===== src/rtl/tcf_pkg.sv =====
package tcf_pkg;
  typedef enum logic {
    SEL_FRAME = 1'b0,
    SEL_MSG   = 1'b1
  } tcf_sel_e;

  typedef struct packed {
    logic gp1;
    logic gp0;
  } tcf_flags_t;
endpackage


===== src/rtl/tcf_frame_timer.sv =====
module tcf_frame_timer #(
  parameter int CNT_W = 16
) (
  input  logic             clk,
  input  logic             rst_n,
  input  logic             load,
  input  logic [CNT_W-1:0] period,
  input  logic             tick,
  output logic [CNT_W-1:0] count,
  output logic             zero
);
  localparam logic [CNT_W-1:0] ONE = {{(CNT_W-1){1'b0}}, 1'b1};

  always_ff @(posedge clk) begin
    if (!rst_n)                 count <= '0;
    else if (load)              count <= period;
    else if (tick && count != '0) count <= count - ONE;
  end

  assign zero = (count == '0);
endmodule


===== src/rtl/tcf_msg_timer.sv =====
module tcf_msg_timer #(
  parameter int CNT_W = 16
) (
  input  logic             clk,
  input  logic             rst_n,
  input  logic             clear,
  input  logic             tick,
  output logic [CNT_W-1:0] count
);
  localparam logic [CNT_W-1:0] ONE = {{(CNT_W-1){1'b0}}, 1'b1};
  localparam logic [CNT_W-1:0] TOP = '1;

  always_ff @(posedge clk) begin
    if (!rst_n)                  count <= '0;
    else if (clear)              count <= '0;
    else if (tick && count != TOP) count <= count + ONE;
  end
endmodule


===== src/rtl/tcf_flag_store.sv =====
module tcf_flag_store
  import tcf_pkg::*;
#(
  parameter int CNT_W = 16
) (
  input  logic             clk,
  input  logic             rst_n,
  input  logic             fire,
  input  tcf_sel_e         sel,
  input  logic [CNT_W-1:0] value,
  input  logic [CNT_W-1:0] frame_cnt,
  input  logic [CNT_W-1:0] msg_cnt,
  input  logic [1:0]       host_we,
  input  logic [1:0]       host_wdata,
  output tcf_flags_t       flags
);
  logic [CNT_W-1:0] ref_cnt;
  tcf_flags_t       cmp_res;
  tcf_flags_t       host_res;

  always_comb begin
    ref_cnt     = (sel == SEL_MSG) ? msg_cnt : frame_cnt;
    cmp_res.gp0 = (value < ref_cnt);
    cmp_res.gp1 = (value == ref_cnt);
    host_res.gp0 = host_we[0] ? host_wdata[0] : flags.gp0;
    host_res.gp1 = host_we[1] ? host_wdata[1] : flags.gp1;
  end

  always_ff @(posedge clk) begin
    if (!rst_n)    flags <= '0;
    else if (fire) flags <= cmp_res;
    else           flags <= host_res;
  end
endmodule


===== src/rtl/tcf_unit.sv =====
module tcf_unit
  import tcf_pkg::*;
#(
  parameter int CNT_W = 16
) (
  input  logic             clk,
  input  logic             rst_n,
  input  logic             frame_tick,
  input  logic             us_tick,
  input  logic             frame_load,
  input  logic [CNT_W-1:0] frame_period,
  input  logic             msg_start,
  input  logic             cmp_valid,
  output logic             cmp_ready,
  input  logic             cmp_sel,
  input  logic [CNT_W-1:0] cmp_value,
  input  logic [1:0]       host_we,
  input  logic [1:0]       host_wdata,
  output logic [CNT_W-1:0] frame_count,
  output logic [CNT_W-1:0] msg_count,
  output logic             frame_zero,
  output logic             flag_gp0,
  output logic             flag_gp1,
  output logic             flag_lt,
  output logic             flag_ge,
  output logic             flag_eq,
  output logic             flag_ne
);
  tcf_flags_t flags;
  tcf_sel_e   sel_e;

  assign cmp_ready = 1'b1;
  assign sel_e     = tcf_sel_e'(cmp_sel);

  tcf_frame_timer #(.CNT_W(CNT_W)) u_frame (
    .clk(clk), .rst_n(rst_n), .load(frame_load), .period(frame_period),
    .tick(frame_tick), .count(frame_count), .zero(frame_zero)
  );

  tcf_msg_timer #(.CNT_W(CNT_W)) u_msg (
    .clk(clk), .rst_n(rst_n), .clear(msg_start), .tick(us_tick),
    .count(msg_count)
  );

  tcf_flag_store #(.CNT_W(CNT_W)) u_flags (
    .clk(clk), .rst_n(rst_n), .fire(cmp_valid && cmp_ready), .sel(sel_e),
    .value(cmp_value), .frame_cnt(frame_count), .msg_cnt(msg_count),
    .host_we(host_we), .host_wdata(host_wdata), .flags(flags)
  );

  assign flag_gp0 = flags.gp0;
  assign flag_gp1 = flags.gp1;
  assign flag_lt  = flags.gp0;
  assign flag_ge  = ~flags.gp0;
  assign flag_eq  = flags.gp1;
  assign flag_ne  = ~flags.gp1;
endmodule


===== config.mk =====
export PLATFORM = sky130hd
export DESIGN_NAME = tcf_unit
export DESIGN_NICKNAME = d
export VERILOG_FILES = /design/src/rtl/tcf_pkg.sv /design/src/rtl/tcf_frame_timer.sv /design/src/rtl/tcf_msg_timer.sv /design/src/rtl/tcf_flag_store.sv /design/src/rtl/tcf_unit.sv
export SDC_FILE = /design/constraint.sdc
export NUM_CORES = 1
export LEC_CHECK = 0
export BUFFER_PORTS_ARGS = -buffer_cell sky130_fd_sc_hd__buf_2
export CAP_MARGIN = 10
export CORE_ASPECT_RATIO = 0.8
export CORE_MARGIN = 2
export CORE_UTILIZATION = 53
export CTS_BUF_LIST = sky130_fd_sc_hd__clkbuf_8
export CTS_CLUSTER_SIZE = 12
export DETAILED_ROUTE_END_ITERATION = 8
export HOLD_SLACK_MARGIN = 0.06
export PLACE_DENSITY = 0.84
export SKIP_CTS_REPAIR_TIMING = 1
export SYNTH_ARGS = -nofsm -noshare
export SYNTH_HDL_FRONTEND = slang
export SYNTH_HIERARCHICAL = 1
export SYNTH_SLANG_ARGS = --single-unit
export TNS_END_PERCENT = 50

===== constraint.sdc =====
create_clock -name clk -period 5.6 [get_ports clk]
set_input_delay 0.84 -clock clk [delete_from_list [all_inputs] [get_ports clk]]
set_output_delay 0.84 -clock clk [all_outputs]
set_load 0.005 [all_outputs]

==> out/results.ini <==
[outcome]
outcome = finished clean

[final_layout]
finalInstanceArea_sq_mm = 0.00294
layout_commonest_cell = buf_2
fin_util_pct = 68.7
nNetsFinal = 418
multi_input_area_sq_mm = 0.00165
finalNonFillerCells = 414
diodes = 0
layout_common_cells = 82 x buf_2, 34 x dfxtp_1, 25 x a21oi_1, 22 x nor2_1, 21 x o21ai_0
area.sequential_sq_um = 681
area_delta_synth_final_pct = 21.1
nFillCells = 366
layout-drive-gt1-share_pct = 28.9

[floorplanning]
die_area_sq_mm = 0.00514
rows = 21
die_w_um = 79.7
num_io_pins = 84
core_area_sq_mm = 0.00428
initial_core_util_pct = 56.7
die_h_um = 64.5

[min_path]
hp-start = u_msg/count[5]
hold_class = flip-flop to flip-flop
hold_path_end = u_msg/count[5]
whs_path_depth = 2

[route]
vias_per_cell = 5.92
wirelength_um = 6510
num_vias = 2450
detail_route.wl_per_cell_um = 15.7
antenna_left = 0
drtIter0Drc = 224
drtPass1Iterations = 4
drc = 0

[grt]
overflow = 0
antenna_found_initial = 0
grt_max_degree = 30
grt_pass1_wl_um = 10700
grt_pass1_vias = 2299
grtUsageTotal_pct = 26.8

[timing]
setup_viol = 0
period_share_pct = 51.9
hold_viol = 0
hold_ws_ps = 572
slew-limit-headroom_pct = 47.5
fin_crit_ps = 2910
skew_ps = 6.06
fmax_ghz = 0.344
worst_pin_slew_ps = 786
slew_viol_final = 0
fin_setup_tns_ps = 0
rsz0062_at_grt = no

[critical_path]
timing.rr.start = u_frame/count[7]
crit_start = u_frame/count[7]
slowest_stage = and4bb_1
cp_top_family = simple AND/OR/NAND/NOR gates
r2r_setup_slack_ps = 3430
r2r_end = u_frame/count[0]
path_cells = or4_4 -> and4bb_1 -> buf_2
critPathKind = flip-flop to output pin
cp_slowest_stage_delay_ps = 600
ff2ff_path_depth = 5
critPathBufInv = 1
critPathLaunchType = flip-flop
cp_max_fo = 11
required_ps = 4760
cp-end-kind = output pin
arrival_ps = 2070

[yosys]
synth_fa_ha_area_share_pct = 9.27
synth-edff-count = 0
ys_ff_latch = 34
synth_seq_area_share_pct = 28.0
synth_top_area_share_pct = 28.0
syn_area_sq_mm = 0.00243
synth-compound-area-share_pct = 19.2
async_flop_share_pct = 0
yosys_warnings = 6
synthMuxAreaShare_pct = 8.76
synthSimpleGateAreaFrac_pct = 25.0
synth_flop_cell = dfxtp_1
syn_inst = 278
synth_xor_area_share_pct = 5.41
syn_nets = 340
yosys-top-cells-area = dfxtp_1 28%, ha_1 9.3%, mux2i_1 7.8%
ys_types = 58
synth_largest_area_cell = dfxtp_1
syn_avg_cell_area_sq_um = 8.74
synth_top_family_by_area = simple AND/OR/NAND/NOR gates

[job]
cap_violations = 0

[clocking]
clkLatencyLatePin_ps = 280
clockRootBuffer = clkbuf_8
cts_tree = yes
clkSinkCount = 34
clkTransAtPathRegs_ps = 70
cts_buffer_depth = 2
numCtsBuffers = 5
h-tree-depth = 2

[placed_design]
hpwl_um = 4980
numPortBuffers = 82
postPlaceCellArea_sq_mm = 0.00285
place_congestion = 0.872
placed_cells = 406

[power_and_ir_drop]
cellLeakagePower_uw = 0.00134
peakVddDrop_mv = 0.149
powerDensity_mw_per_mm2 = 199

-- power by group --
part	internal, uW	switching (uW)
clock network	97.4	90.1
registers	253	20.8
logic	61.9	62.0
-- Yosys cell counts (4+ instances only) --
cell type and n:
ha_1 18, nand4_1 5, nor3_1 8, dfxtp_1 34
clkbuf_1 6, nand3_1 5, nand2_1 15, nor2b_1 4
a21oi_1 25, xnor2_1 12, nor2_1 22, o21ai_0 21
mux2i_1 19, nor4_1 6, inv_1 11
-- area by class of cell --
type / instances / share of cell area (%)
Clock buffer: 6 / 2.81
Clock inverter: 2 / 0.298
Inverter: 11 / 1.40
Multi-Input combinational cell: 222 / 56.0
Sequential cell: 34 / 23.1
Tap cell: 57 / 2.43
Timing Repair Buffer: 82 / 14.0
-- worst register-to-register path: cells and delay by family, from the launching register on --
kind / cells / cell delay, ps
flops: 1 / 400
simple gates: 3 / 1320
compound gates: 1 / 220
xor+xnor: 1 / 160
-- layer usage --
metal | vias up | track usage (%) | share of wire (%)
met3 | 16 | 4.87 | 11
met2 | 133 | 41.8 | 43
met1 | 1098 | 37.1 | 44
met5 | - | 0 | 0
met4 | 0 | 9.27 | 1.9
li1 | 1203 | - | -
-- kinds of logic after synthesis --
family	after synthesis
compound gates	71
xor+xnor	15
fa+ha+maj	18
buf+inv	22
flops	34
mux	21
other cells	1
simple gates	96
-- worst max path at each step --
stage                             to  slack (ps)  cells after the start
floorplan           u_flags/flags[1]        2740                      8
global placement    u_flags/flags[1]        2910                      7
detailed placement  u_flags/flags[0]        2860                      7
CTS                       frame_zero        2720                      3
global route              frame_zero        2610                      3
finish                    frame_zero        2690                      3
-- stage by stage --
stage | power, uW | setup slack, ps
after detailed placement | 401 | 2860
after global routing | 619 | 2610
final | 585 | 2690
after CTS | 589 | 2720
after global placement | 396 | 2910
after floorplan | 353 | 2740
-- sequential cells by signal (all words and copies together) (netlist names) --
signal and flops:
u_flags/flags 2, u_frame/count 16, u_msg/count 16
(Power assumes the default switching activity.)
